===== src/rtl/spi_dac_pkg.sv =====
package spi_dac_pkg;
  localparam int unsigned DEF_NCH     = 4;
  localparam int unsigned DEF_ADDR_W  = 3;
  localparam int unsigned DEF_DATA_W  = 12;
  localparam int unsigned DEF_SYNC    = 2;
  // first data bit of the per-channel power-up field in the control word
  localparam int unsigned CTRL_PWR_LSB = 2;
endpackage


===== src/rtl/spi_dac_sync.sv =====
module spi_dac_sync #(
  parameter int unsigned N      = 3,
  parameter int unsigned STAGES = 2,
  parameter logic [N-1:0] RST_VAL = '0
) (
  input  logic         clk,
  input  logic         rst,
  input  logic [N-1:0] din,
  output logic [N-1:0] dout
);
  for (genvar g = 0; g < N; g++) begin : g_bit
    logic [STAGES-1:0] pipe;
    always_ff @(posedge clk) begin
      if (rst) pipe <= {STAGES{RST_VAL[g]}};
      else     pipe <= {pipe[STAGES-2:0], din[g]};
    end
    assign dout[g] = pipe[STAGES-1];
  end
endmodule


===== src/rtl/spi_dac_frame.sv =====
module spi_dac_frame #(
  parameter int unsigned ADDR_W = spi_dac_pkg::DEF_ADDR_W,
  parameter int unsigned DATA_W = spi_dac_pkg::DEF_DATA_W
) (
  input  logic              clk,
  input  logic              rst,
  input  logic              cs_n_s,
  input  logic              sclk_s,
  input  logic              mosi_s,
  input  logic [DATA_W-1:0] rd_word,
  output logic [ADDR_W-1:0] rd_addr,
  output logic              exec,
  output logic              cmd_rd,
  output logic [ADDR_W-1:0] cmd_addr,
  output logic [DATA_W-1:0] cmd_data,
  output logic              sdo,
  output logic              sdo_en
);
  localparam int unsigned HDR_W   = 1 + ADDR_W;
  localparam int unsigned FRAME_W = HDR_W + DATA_W;
  localparam int unsigned CNT_W   = $clog2(FRAME_W + 1);
  localparam logic [CNT_W-1:0] CNT_HDR  = CNT_W'(HDR_W);
  localparam logic [CNT_W-1:0] CNT_FULL = CNT_W'(FRAME_W);

  logic               sclk_d, cs_d;
  logic               armed, done;
  logic [CNT_W-1:0]   cnt;
  logic [FRAME_W-1:0] sh;
  logic [DATA_W-1:0]  rd_sh;

  wire sclk_rise = sclk_s & ~sclk_d;
  wire sclk_fall = ~sclk_s & sclk_d;
  wire cs_fall   = cs_d & ~cs_n_s;
  wire live      = armed & ~done;

  always_ff @(posedge clk) begin
    if (rst) begin
      sclk_d <= 1'b0;
      cs_d   <= 1'b1;
      armed  <= 1'b0;
      done   <= 1'b0;
      cnt    <= '0;
      sh     <= '0;
      rd_sh  <= '0;
      sdo_en <= 1'b0;
      exec   <= 1'b0;
    end else begin
      sclk_d <= sclk_s;
      cs_d   <= cs_n_s;
      exec   <= 1'b0;
      if (cs_n_s) begin
        armed  <= 1'b0;
        done   <= 1'b0;
        cnt    <= '0;
        sdo_en <= 1'b0;
      end else if (cs_fall) begin
        armed <= 1'b1;
        done  <= 1'b0;
        cnt   <= '0;
      end else if (live) begin
        if (sclk_rise && cnt < CNT_FULL) begin
          sh  <= {sh[FRAME_W-2:0], mosi_s};
          cnt <= cnt + 1'b1;
          if (cnt == CNT_HDR && sh[HDR_W-1]) begin
            sdo_en <= 1'b1;
            rd_sh  <= rd_word;
          end else if (cnt > CNT_HDR) begin
            rd_sh <= {rd_sh[DATA_W-2:0], 1'b0};
          end
        end
        if (sclk_fall && cnt == CNT_FULL) begin
          exec   <= 1'b1;
          done   <= 1'b1;
          sdo_en <= 1'b0;
        end
      end
    end
  end

  assign rd_addr  = sh[ADDR_W-1:0];
  assign cmd_rd   = sh[FRAME_W-1];
  assign cmd_addr = sh[FRAME_W-2 -: ADDR_W];
  assign cmd_data = sh[DATA_W-1:0];
  assign sdo      = rd_sh[DATA_W-1];

  a_r11_cnt_bound: assert property (@(posedge clk) disable iff (rst)
    cnt <= CNT_FULL);
  a_r2_exec_single: assert property (@(posedge clk) disable iff (rst)
    exec |=> !exec);
  a_r8_oe_at_fifth: assert property (@(posedge clk) disable iff (rst)
    $rose(sdo_en) |-> (cnt == CNT_HDR + 1'b1 && sh[HDR_W]));
  a_r9_oe_drops_on_cs: assert property (@(posedge clk) disable iff (rst)
    cs_n_s |=> !sdo_en);
  a_r7_no_exec_idle: assert property (@(posedge clk) disable iff (rst)
    (cs_n_s && $past(cs_n_s)) |-> !exec);
endmodule


===== src/rtl/spi_dac_regs.sv =====
module spi_dac_regs #(
  parameter int unsigned NCH    = spi_dac_pkg::DEF_NCH,
  parameter int unsigned ADDR_W = spi_dac_pkg::DEF_ADDR_W,
  parameter int unsigned DATA_W = spi_dac_pkg::DEF_DATA_W
) (
  input  logic                  clk,
  input  logic                  rst,
  input  logic                  exec,
  input  logic                  cmd_rd,
  input  logic [ADDR_W-1:0]     cmd_addr,
  input  logic [DATA_W-1:0]     cmd_data,
  input  logic [ADDR_W-1:0]     rd_addr,
  output logic [DATA_W-1:0]     rd_word,
  output logic [NCH*DATA_W-1:0] ch_flat,
  output logic [NCH-1:0]        wr_stb,
  output logic [NCH-1:0]        pwr_q,
  output logic                  hiz_q,
  output logic                  ctrl_stb
);
  localparam int unsigned PWR_LSB = spi_dac_pkg::CTRL_PWR_LSB;
  localparam int unsigned HIZ_BIT = PWR_LSB + NCH;
  localparam logic [ADDR_W-1:0] A_ALL  = ADDR_W'(NCH + 1);
  localparam logic [ADDR_W-1:0] A_CTRL = {ADDR_W{1'b1}};

  logic [DATA_W-1:0] ch_q [NCH];
  wire wr_cmd = exec & ~cmd_rd;

  for (genvar g = 0; g < NCH; g++) begin : g_ch
    localparam logic [ADDR_W-1:0] A_ME = ADDR_W'(g + 1);
    wire hit = wr_cmd && (cmd_addr == A_ME || cmd_addr == A_ALL);
    always_ff @(posedge clk) begin
      if (rst) begin
        ch_q[g]   <= '0;
        wr_stb[g] <= 1'b0;
      end else begin
        wr_stb[g] <= hit;
        if (hit) ch_q[g] <= cmd_data;
      end
    end
    assign ch_flat[g*DATA_W +: DATA_W] = ch_q[g];

    a_r6_chan_hold: assert property (@(posedge clk) disable iff (rst)
      !$stable(ch_q[g]) |-> wr_stb[g]);
  end

  always_ff @(posedge clk) begin
    if (rst) begin
      pwr_q    <= '0;
      hiz_q    <= 1'b0;
      ctrl_stb <= 1'b0;
    end else begin
      ctrl_stb <= wr_cmd && cmd_addr == A_CTRL;
      if (wr_cmd && cmd_addr == A_CTRL) begin
        pwr_q <= cmd_data[PWR_LSB +: NCH];
        hiz_q <= cmd_data[HIZ_BIT];
      end
    end
  end

  always_comb begin
    rd_word = '0;
    for (int i = 0; i < NCH; i++)
      if (rd_addr == ADDR_W'(i + 1)) rd_word = ch_q[i];
    if (rd_addr == A_CTRL) begin
      rd_word[PWR_LSB +: NCH] = pwr_q;
      rd_word[HIZ_BIT]        = hiz_q;
    end
  end

  a_r4_stb_shape: assert property (@(posedge clk) disable iff (rst)
    (wr_stb != '0) |-> ($countones(wr_stb) == 1 || &wr_stb));
  a_r5_ctrl_hold: assert property (@(posedge clk) disable iff (rst)
    !$stable({pwr_q, hiz_q}) |-> ctrl_stb);
  a_r6_stb_exclusive: assert property (@(posedge clk) disable iff (rst)
    ctrl_stb |-> (wr_stb == '0));
endmodule


===== src/rtl/spi_dac_regif.sv =====
module spi_dac_regif #(
  parameter int unsigned NCH    = spi_dac_pkg::DEF_NCH,
  parameter int unsigned ADDR_W = spi_dac_pkg::DEF_ADDR_W,
  parameter int unsigned DATA_W = spi_dac_pkg::DEF_DATA_W,
  parameter int unsigned SYNC   = spi_dac_pkg::DEF_SYNC
) (
  input  logic                  clk,
  input  logic                  rst,
  input  logic                  spi_cs_n,
  input  logic                  spi_sclk,
  input  logic                  spi_mosi,
  output logic                  spi_miso,
  output logic                  spi_miso_oe,
  output logic [NCH*DATA_W-1:0] ch_data,
  output logic [NCH-1:0]        ch_wr_stb,
  output logic [NCH-1:0]        ctrl_pwr_up,
  output logic                  ctrl_out_hiz,
  output logic                  ctrl_wr_stb
);
  logic [2:0]        pins_s;
  logic [DATA_W-1:0] rd_word, cmd_data;
  logic [ADDR_W-1:0] rd_addr, cmd_addr;
  logic              exec, cmd_rd;

  spi_dac_sync #(.N(3), .STAGES(SYNC), .RST_VAL(3'b100)) u_sync (
    .clk(clk), .rst(rst),
    .din({spi_cs_n, spi_sclk, spi_mosi}),
    .dout(pins_s)
  );

  spi_dac_frame #(.ADDR_W(ADDR_W), .DATA_W(DATA_W)) u_frame (
    .clk(clk), .rst(rst),
    .cs_n_s(pins_s[2]), .sclk_s(pins_s[1]), .mosi_s(pins_s[0]),
    .rd_word(rd_word), .rd_addr(rd_addr),
    .exec(exec), .cmd_rd(cmd_rd), .cmd_addr(cmd_addr), .cmd_data(cmd_data),
    .sdo(spi_miso), .sdo_en(spi_miso_oe)
  );

  spi_dac_regs #(.NCH(NCH), .ADDR_W(ADDR_W), .DATA_W(DATA_W)) u_regs (
    .clk(clk), .rst(rst),
    .exec(exec), .cmd_rd(cmd_rd), .cmd_addr(cmd_addr), .cmd_data(cmd_data),
    .rd_addr(rd_addr), .rd_word(rd_word),
    .ch_flat(ch_data), .wr_stb(ch_wr_stb),
    .pwr_q(ctrl_pwr_up), .hiz_q(ctrl_out_hiz), .ctrl_stb(ctrl_wr_stb)
  );
endmodule


===== config.mk =====
export PLATFORM = sky130hd
export DESIGN_NAME = spi_dac_regif
export DESIGN_NICKNAME = d
export VERILOG_FILES = /design/src/rtl/spi_dac_pkg.sv /design/src/rtl/spi_dac_sync.sv /design/src/rtl/spi_dac_frame.sv /design/src/rtl/spi_dac_regs.sv /design/src/rtl/spi_dac_regif.sv
export SDC_FILE = /design/constraint.sdc
export NUM_CORES = 1
export LEC_CHECK = 0
export ABC_CLOCK_PERIOD_IN_PS = 2200
export CAP_MARGIN = 5
export CORE_AREA = 2 2 103 105
export CTS_BUF_LIST = sky130_fd_sc_hd__clkbuf_8
export CTS_CLUSTER_SIZE = 20
export DETAILED_ROUTE_END_ITERATION = 12
export DIE_AREA = 0 0 105 107
export HOLD_SLACK_MARGIN = 0.02
export PLACE_DENSITY = 0.76
export SYNTH_ARGS = -nofsm -noshare
export SYNTH_HDL_FRONTEND = slang
export SYNTH_HIERARCHICAL = 1
export SYNTH_SLANG_ARGS = --single-unit

===== constraint.sdc =====
create_clock -name clk -period 2.2 [get_ports clk]
set_input_delay 0.44 -clock clk [delete_from_list [all_inputs] [get_ports clk]]
set_output_delay 0.44 -clock clk [all_outputs]
set_load 0.02 [all_outputs]

==> After elaboration in Yosys (flattened, before gate mapping) <==
Memory sizes are Yosys's and may differ from the RTL's.
Index checks and enable logic that the tools add are counted.
{ "word_totals": {"reg_bits": 55, "mem_bits_rw": 48, "in_bits": 5, "out_inout_bits": 60, "memories": 1} }
{ "classes": {"n_addsub": 1, "magnitude_cmp": 2, "eq_ne": 13, "mux": 29, "n_bitwise": 16, "n_reduce_logical": 23} }
{ "mem_list": {"columns": ["memory", "depth", "word_bits", "read_ports", "rd_ports_with_merged_regs", "write_ports", "line_no", "text"], "rows": [
  ["u_regs.ch_q", 4, 12, 4, 0, 4, "spi_dac_regs.sv:25", "logic [DATA_W-1:0] ch_q [NCH];"]
]} }
{ "ops": {"columns": ["op", "n"], "rows": [
  ["12-bit two-way mux", 10],
  ["1-bit two-way mux", 18],
  ["3-bit == test, second input constant", 5],
  ["3-bit by 2-bit == test with 1-bit output, second input constant", 4],
  ["1-bit logical AND", 8],
  ["4-bit AND reduction", 2],
  ["1-bit inverter", 7],
  ["3-bit by 1-bit == test with 1-bit output, second input constant", 2],
  ["2-bit nonzero test", 3],
  ["5-bit by 1-bit adder with 5-bit output, second input constant", 1],
  ["1-bit bitwise AND", 5],
  ["5-bit by 3-bit == test with 1-bit output, second input constant", 1],
  ["5-bit == test, second input constant", 1],
  ["5-bit by 3-bit > comparator with 1-bit output, second input constant", 1],
  ["5-bit < comparator, second input constant", 1],
  ["5-bit two-way mux", 1],
  ["5-bit AND reduction", 1],
  ["1-bit logical OR", 4],
  ["1-bit bitwise OR", 4],
  ["2-bit AND reduction", 2],
  ["4-bit OR reduction", 1],
  ["3-bit OR reduction", 1],
  ["2-bit OR reduction", 1]
]} }

==> Logic depth before layout (Yosys ltp) <==
Gate-level depths: netlist of the first run.
{ "logic_depth": {"depth_word": 7, "mapped_depth": 7, "depth_no_buf": 6} }

==> Cells and area by module <==
Netlist of the first run, hierarchy kept.
{ "modules_own_cells": {"columns": ["mod", "instances", "cells_per_inst", "area_per_inst_um2", "seq_area_each_um2"], "rows": [
  ["spi_dac_regs", 1, 196, 2596.2, 1641.6],
  ["spi_dac_frame", 1, 181, 1690.4, 780.7],
  ["spi_dac_sync", 1, 15, 180.2, 120.1]
]} }

==> Least setup slack after synthesis of the first run <==
No wires, ideal clock.
{ "synth_path": {"path_type": "reg-to-reg", "start": "register u_frame.sh[0]", "end": "register u_frame.rd_sh[1]", "arrival_ps": 1600, "path_slack_ps": 515, "path_stages_with_launch": 8, "n_path_buf": 2, "synth_period_minus_slack_ps": 1685, "path_cell_list": "dfxtp_1 -> buf_4 -> clkbuf_1 -> nor3b_1 -> a32oi_1 -> o21ai_0 -> mux2i_1 -> a211oi_1"} }
{ "synth_via": {"elab_chain_len": 6, "elab_cells_between_ends": 9, "classes_between": "eq/ne (4); mux (5)"} }
{ "synth_rtl": {"columns": ["item", "line_no", "text"], "rows": [
  ["start: declaration", "spi_dac_frame.sv:28", "logic [FRAME_W-1:0] sh;"],
  ["start signal: assignment", "spi_dac_frame.sv:62", "sh <= {sh[FRAME_W-2:0], mosi_s};"],
  ["3-bit by 1-bit == test with 1-bit output", "spi_dac_regs.sv:63", "if (rd_addr == ADDR_W'(i + 1)) rd_word = ch_q[i];"],
  ["12-bit two-way mux (3 in series)", "spi_dac_regs.sv:63", null],
  ["12-bit two-way mux (*)", "spi_dac_regs.sv:63", null],
  ["net rd_word[1]", "spi_dac_regif.sv:21", "logic [DATA_W-1:0] rd_word, cmd_data;"],
  ["12-bit two-way mux (*)", "spi_dac_frame.sv:64", "if (cnt == CNT_HDR && sh[HDR_W-1]) begin"],
  ["end signal: assignment", "spi_dac_frame.sv:66", "rd_sh <= rd_word;"],
  ["end signal: assignment", "spi_dac_frame.sv:68", "rd_sh <= {rd_sh[DATA_W-2:0], 1'b0};"],
  ["end: declaration", "spi_dac_frame.sv:29", "logic [DATA_W-1:0] rd_sh;"]
]} }
The timed path passes the listed nets; every way through them passes the cells marked *.
A chain may end at the register's enable or synchronous reset.

==> Worst setup path in the final report of the first run <==
{ "layout_path": {"start": "register u_frame.sh[1]", "end": "register u_frame.rd_sh[4]"} }
{ "layout_via": {"elab_chain_len": 7, "elab_cells_between_ends": 11, "classes_between": "eq/ne (5); mux (6)"} }
{ "layout_rtl": {"columns": ["item", "line_no", "text"], "rows": [
  ["3-bit by 1-bit == test with 1-bit output", "spi_dac_regs.sv:63", null],
  ["12-bit two-way mux (4 in series)", "spi_dac_regs.sv:63", null],
  ["5-bit two-way mux (*)", "spi_dac_regs.sv:64", "if (rd_addr == A_CTRL) begin"],
  ["net rd_word[4]", "spi_dac_regif.sv:21", null],
  ["12-bit two-way mux (*)", "spi_dac_frame.sv:64", null]
]} }
Marked as above.

==> results.py, run 1 <==
metrics = {
    "synthesis": {
        "yosys.area.top_type": "edfxtp_1",
        "ys_dominant_reg_cell": "dfxtp_1",
        "ys_warn_count": 6,
        "synthTopCellsByArea": "edfxtp_1 (32%), dfxtp_1 (25%), and2_1 (5.5%), mux2i_1 (5.2%), nand2_1 (2.1%)",
        "async_flop_share": 0,
        "syn_inst": 392,
        "yosysSeqAreaShare": 0.569,
        "postSynthAreaPerCell_um2": 11.4,
        "syn_area_um2": 4470,
        "synth_nets": 399,
        "synth_cell_types": 48,
        "yosysTopAreaCellShare": 0.323,
        "synth_edf_count": 48,
        "ys_ff_latch": 103,
    },
    "worst_setup_path": {
        "r2r_start": "u_frame/sh[1]$_SDFFE_PP0P_",
        "rrSetupSlack_ns": 0.34,
        "cp-start-kind": "flop",
        "r2r_cells": 5,
        "cp-end-kind": "flop",
        "cp.arrival_ns": 2.13,
        "crit_fanout": 13,
        "crit_required_ns": 2.47,
        "rr_endpoint": "u_frame/rd_sh[4]$_SDFFE_PP0P_",
        "crit_type": "reg2reg",
    },
    "clocking": {
        "path_clk_slew_ns": 0.09,
        "numCtsBuffers": 9,
        "post_cts_buffers": 0,
        "ctsHoldBuffers": 0,
        "clock_latency_ns": 0.36,
        "cts_resized": 0,
        "cts_tree": "done",
        "clock_sinks": 103,
        "cts-root-buf": "clkbuf_8",
        "htreeDepth": 3,
        "clk_path_buf_depth": 2,
    },
    "pwr": {
        "power.total_mw": 3.60,
        "leakage_nw": 1.90,
        "irDropWorstVdd_uv": 382,
        "p_per_area_nw_per_um2": 661,
    },
    "min_path": {
        "min_to": "u_frame/sh[14]$_SDFFE_PP0P_",
        "min_path_type": "in2reg",
        "whs_path_depth": 2,
        "worstHoldStart": "rst",
    },
    "timing": {
        "slew-limit-headroom": 0.273,
        "whs_ns": 0.350,
        "tns_ns": 0,
        "tightest_slew_ns": 1.08,
        "rsz0062_at_grt": "no",
        "slew_violations": 0,
        "finalCritPeriodShare": 0.844,
        "setup_viol": 0,
        "final.setup.worst_slack_ns": 0.343,
        "period_needed_ns": 1.86,
        "max_freq_ghz": 0.539,
        "hold_violations": 0,
        "final.setup_skew_ns": 0.0120,
    },
    "grt": {
        "grt_start_max_net_pins": 30,
        "antenna_found_initial": 0,
        "grt_pass1_wl_mm": 15.6,
        "grt_overflow_total": 0,
        "first_global_vias": 3003,
        "track_usage": 0.178,
    },
    "finish": {
        "instances_no_fill": 596,
        "drive_gt1_frac": 0.159,
        "final_nets": 462,
        "syn2layout_area_growth_pct": 22.0,
        "utilization": 0.540,
        "final_area_um2": 5450,
        "antennaDiodeCount": 0,
    },
    "place": {
        "placed_area_um2": 5210,
        "gp_congestion": 0.888,
        "dp_slack_ns": 0.339,
        "port_buffers": 64,
        "dp.cells": 580,
        "dpl.hpwl_mm": 6.78,
    },
    "floorplanning": {
        "dieArea_um2": 11200,
        "io_pins": 65,
        "die_w_um": 105,
        "core_area_um2": 10100,
        "initial_core_util": 0.443,
        "fp-row-count": 37,
        "die_h_um": 107,
    },
    "route": {
        "drt_iter0_markers": 202,
        "via_per_inst": 5.26,
        "wl_per_cell_um": 16.3,
        "vias": 3136,
        "dr.pass1.iters": 4,
        "totalWireLength_mm": 9.70,
        "antenna_left": 0,
        "drc_errors": 0,
    },
    "run_status": {
        "status": "complete, no violations",
    },
    "run": {
        "cap_violations": 0,
    },
}
synth_stat cells, types with 7 or more instances:
cell type and count:
dfxtp_1 55, edfxtp_1 48, and2_1 39, nand2_1 25
nor2_1 24, mux2i_1 23, a21oi_1 16, nand2b_1 13
and2_2 12, a211oi_1 10, a21oi_2 10, clkbuf_1 10
nand2_2 9, buf_4 8, a32oi_1 7, o21ai_0 7
layout by cell type (no fill, tap or decap), drive strengths merged, types with 6 or more instances in the layout:
cell | Yosys | final
a221oi | 6 | 6
clkdlybuf4s50 | 0 | 63
nand2b | 13 | 13
and2 | 51 | 51
buf | 16 | 15
mux2i | 23 | 23
dfxtp | 55 | 55
a21oi | 26 | 26
inv | 6 | 8
a211oi | 12 | 12
edfxtp | 48 | 48
nor2 | 24 | 24
nand2 | 34 | 34
o21ai | 7 | 7
a32oi | 7 | 7
clkbuf | 10 | 9
nor2b | 6 | 6
per-layer routing:
| layer | vias up | track usage | routed length [um] |
|---|---|---|---|
| met1 | 1521 | 0.236 | 4460 |
| met4 | 0 | 0.0771 | 208 |
| met2 | 80 | 0.290 | 4640 |
| li1 | 1517 | - | - |
| met3 | 18 | 0.0267 | 396 |
| met5 | - | 0 | 0 |
flip-flops by register name, summed over array words and instances, names as in the netlist:
| signal | count |
|---|---|
| u_frame/armed | 1 |
| u_frame/cnt | 5 |
| u_frame/cs_d | 1 |
| u_frame/done | 1 |
| u_frame/exec | 1 |
| u_frame/rd_sh | 12 |
| u_frame/sclk_d | 1 |
| u_frame/sdo_en | 1 |
| u_frame/sh | 16 |
| u_regs/ch_q | 48 |
| u_regs/ctrl_stb | 1 |
| u_regs/hiz_q | 1 |
| u_regs/pwr_q | 4 |
| u_regs/wr_stb | 4 |
| u_sync/g_bit.pipe | 6 |
how the worst max path moves through the flow:
stage / slack (ns) / endpoint / cells past startpoint / startpoint
floorplan: 0.51 / u_frame/rd_sh[1]$_SDFFE_PP0P_ / 7 / u_frame/sh[0]$_SDFFE_PP0P_
detailed placement: 0.34 / u_frame/rd_sh[6]$_SDFFE_PP0P_ / 5 / u_frame/sh[1]$_SDFFE_PP0P_
CTS: 0.33 / u_frame/rd_sh[6]$_SDFFE_PP0P_ / 5 / u_frame/sh[1]$_SDFFE_PP0P_
global route: 0.20 / u_frame/rd_sh[6]$_SDFFE_PP0P_ / 5 / u_frame/sh[1]$_SDFFE_PP0P_
global placement: 0.38 / u_frame/rd_sh[3]$_SDFFE_PP0P_ / 5 / u_frame/sh[1]$_SDFFE_PP0P_
finish: 0.34 / u_frame/rd_sh[4]$_SDFFE_PP0P_ / 5 / u_frame/sh[1]$_SDFFE_PP0P_
kinds of logic (layout without fill, tap and decap cells):
logic type | count (synthesis) | after routing | share of synthesized area
and+or+nand+nor | 153 | 153 | 0.196
DFF | 103 | 103 | 0.569
adders and majority gates | 2 | 2 | 0.00560
buffers and inverters | 32 | 100 | 0.0420
xor gates and xnor gates | 4 | 4 | 0.00784
AOI/OAI and AO/OA | 70 | 70 | 0.116
muxes | 28 | 28 | 0.0641
where the power goes:
part	switching [mW]	internal, mW
clock network	0.625	0.750
logic	0.0945	0.0737
registers	0.0231	2.03
total	0.743	2.86
worst max-delay path, stage by stage (launching register included):
cell and delay [ns]:
dfxtp_1 0.68, nor2b_1 0.40, a221oi_1 0.16, a21oi_1 0.21
mux2i_1 0.10, a211oi_1 0.22
area by class of cell:
| type | instances | area (um2) |
|---|---|---|
| Clock inverter | 7 | 113 |
| Clock buffer | 9 | 124 |
| Inverter | 6 | 22.5 |
| Timing Repair Buffer | 78 | 741 |
| Fill cell | 872 | 4640 |
| Tap cell | 136 | 170 |
| Sequential cell | 103 | 2540 |
| Multi-Input combinational cell | 257 | 1740 |
No activity file was read; power rests on OpenSTA's default activity.
==> run 2, diff against run 1 <==
- ABC_CLOCK_PERIOD_IN_PS: 2200 -> 1620
- PLACE_DENSITY: 0.76 -> 0.79
- clock period: 2.2 -> 1.62 ns (I/O delays scaled with it)
==> run 2 against run 1 <==
Core utilization rose by 0.89 points. First-iteration DRC count increased by 9.4%. Sequential share of layout area fell by 0.67 points. Global-route usage grew 1.1 points. Clock skew is 0.0043 ns lower. Largest power group unchanged.
==> results.py, run 2 (synthesis gave the netlist of run 1 again) <==
metrics = {
    "finish": {
        "antennaDiodeCount": 0,
        "final_cell_mix": "dlygate4sd2_1 (56), dfxtp_1 (53), edfxtp_1 (48), and2_1 (38), buf_4 (28)",
        "largest_register_ffs": 48,
        "top_regs": "u_regs/ch_q (48), u_frame/sh (16), u_frame/rd_sh (12)",
        "final_nets": 480,
        "multi_input_area_um2": 1770,
        "final_common_cell": "dlygate4sd2_1",
        "top_register": "u_regs/ch_q",
        "syn2layout_area_growth_pct": 24.0,
        "drive_gt1_frac": 0.205,
        "utilization": 0.549,
        "fill_cells": 944,
        "seq_area_um2": 2550,
    },
    "worst_setup_path": {
        "crit_required_ns": 1.30,
        "endpoint": "ch_wr_stb[3]",
        "cp-startpoint": "u_regs/wr_stb[3]$_SDFF_PP0_",
        "crit_type": "reg2out",
        "rr_endpoint": "u_frame/rd_sh[3]$_SDFFE_PP0P_",
        "critical_path_depth": 1,
        "r2r_cells": 5,
        "cp-start-kind": "flop",
        "cp_slowest_cell": "clkdlybuf4s50_1",
        "worstPathCellList": "clkdlybuf4s50_1",
        "rrSetupSlack_ns": 0.03,
        "r2r_start": "u_frame/sh[1]$_SDFFE_PP0P_",
        "crit_path_max_incr_delay_ns": 0.59,
        "cp.arrival_ns": 1.27,
        "crit_buf_inv": 1,
        "critPathTopFamily": "buffers and inverters",
        "crit_fanout": 1,
        "cp-end-kind": "output pin",
    },
    "floorplanning": {
        "initial_core_util": 0.443,
        "io_pins": 65,
        "dieArea_um2": 11200,
        "core_area_um2": 10100,
        "fp-row-count": 37,
        "die_w_um": 105,
        "die_h_um": 107,
    },
    "timing": {
        "max_freq_ghz": 0.627,
        "tns_ns": 0,
        "period_needed_ns": 1.59,
        "slew-limit-headroom": 0.752,
        "rsz0062_at_grt": "yes",
        "hold_violations": 0,
        "setup_viol": 0,
        "tightest_slew_ns": 0.371,
        "slew_violations": 0,
        "finalCritPeriodShare": 0.984,
        "final.setup_skew_ns": 0.00779,
    },
    "route": {
        "antenna_left": 0,
        "drt_iter0_markers": 221,
        "wl_per_cell_um": 17.1,
        "vias": 3244,
        "via_per_inst": 5.28,
        "drc_errors": 0,
        "totalWireLength_mm": 10.5,
        "dr.pass1.iters": 5,
    },
    "pwr": {
        "leakage_nw": 2.20,
        "p_clk_frac": 0.349,
        "power_frac_seq": 0.606,
        "irDropWorstVdd_uv": 382,
        "p_sw_frac": 0.221,
        "p_comb_frac": 0.045,
        "internal_power_mw": 3.59,
        "switching_power_mw": 1.02,
        "p_per_area_nw_per_um2": 832,
    },
    "grt": {
        "grt_overflow_total": 0,
        "antenna_found_initial": 0,
        "grt_pass1_wl_mm": 16.4,
        "first_global_vias": 3218,
        "grt_start_max_net_pins": 25,
        "track_usage": 0.189,
    },
    "min_path": {
        "min_path_type": "in2reg",
        "worstHoldStart": "rst",
    },
    "clocking": {
        "cts_tree": "done",
        "numCtsBuffers": 9,
        "cts-root-buf": "clkbuf_8",
        "path_clk_slew_ns": 0.09,
        "post_cts_buffers": 0,
        "clock_latency_ns": 0.37,
        "clk_path_buf_depth": 2,
        "clock_sinks": 103,
        "htreeDepth": 3,
    },
    "run_status": {
        "status": "complete, no violations",
    },
    "place": {
        "port_buffers": 64,
        "dpl.hpwl_mm": 7.30,
        "gp_congestion": 0.840,
    },
    "run": {
        "cap_violations": 0,
    },
}
run 2: cell types whose count changed in the layout (fill, tap and decap cells not counted), sizes merged:
cell and delta:
dlygate4sd2 +56, inv -2, clkinvlp -1, buf +17
dlymetal6s2s +3, clkdlybuf4s50 -59, o2111a +1, clkinv +4
clkbuf +1, bufinv -2
run 2: worst min path at each step:
stage | depth (start not counted) | to
global placement | 1 | u_sync/g_bit[2].pipe[1]$_SDFF_PP1_
floorplan | 1 | u_sync/g_bit[2].pipe[1]$_SDFF_PP1_
CTS | 2 | u_frame/sh[12]$_SDFFE_PP0P_
detailed placement | 1 | u_sync/g_bit[2].pipe[1]$_SDFF_PP1_
global route | 2 | u_frame/sh[12]$_SDFFE_PP0P_
finish | 2 | u_frame/sh[12]$_SDFFE_PP0P_
run 2: power by group through the flow:
| stage | sequential [mW] | combinational [mW] | clock [mW] |
|---|---|---|---|
| finish | 2.79 | 0.209 | 1.61 |
| global route | 2.80 | 0.221 | 1.72 |
| CTS | 2.79 | 0.210 | 1.62 |
| detailed placement | 2.86 | 0.239 | 0 |
| global placement | 2.85 | 0.234 | 0 |
| floorplan | 2.90 | 0.0637 | 0 |
run 2: cell type report:
cell class	count	area share
well taps	136	0.0307
inverters	6	0.00407
clock buffers	10	0.0248
repair buffers	95	0.151
clock inverters	6	0.0108
multi-input cells	258	0.319
flip-flops and latches	103	0.460
run 2: what timing repair did:
action / in CTS / in global routing
hold buffers: 0 / 0
cloned: 0 / 1
gates resized for setup: 57 / 13
endpoints found under the hold margin: 0 / 0
pin swaps: 0 / 2
endpoints found under the setup margin: 59 / 14
run 2: stage by stage:
stage | setup WS, ns | power (mW) | instance area, um2 | instances | hold WS, ns
6_report | 0.0261 | 4.61 | 5540 | 614 | 0.306
5_1_grt | -0.0361 | 4.74 | 5540 | 614 | 0.349
4_1_cts | 0.00413 | 4.62 | 5510 | 614 | 0.315
3_5_place_dp | 0.00759 | 3.09 | 5380 | 598 | 0.388
3_3_place_gp | 0.0580 | 3.09 | 5380 | 598 | 0.392
2_1_floorplan | 0.00218 | 2.96 | 4480 | 392 | 0.383
run 2: routing by layer:
| layer | up-vias | wire (um) | track usage |
|---|---|---|---|
| li1 | 1543 | - | - |
| met1 | 1563 | 4650 | 0.243 |
| met2 | 117 | 4960 | 0.309 |
| met3 | 21 | 606 | 0.0280 |
| met4 | 0 | 273 | 0.0990 |
| met5 | - | 0 | 0 |
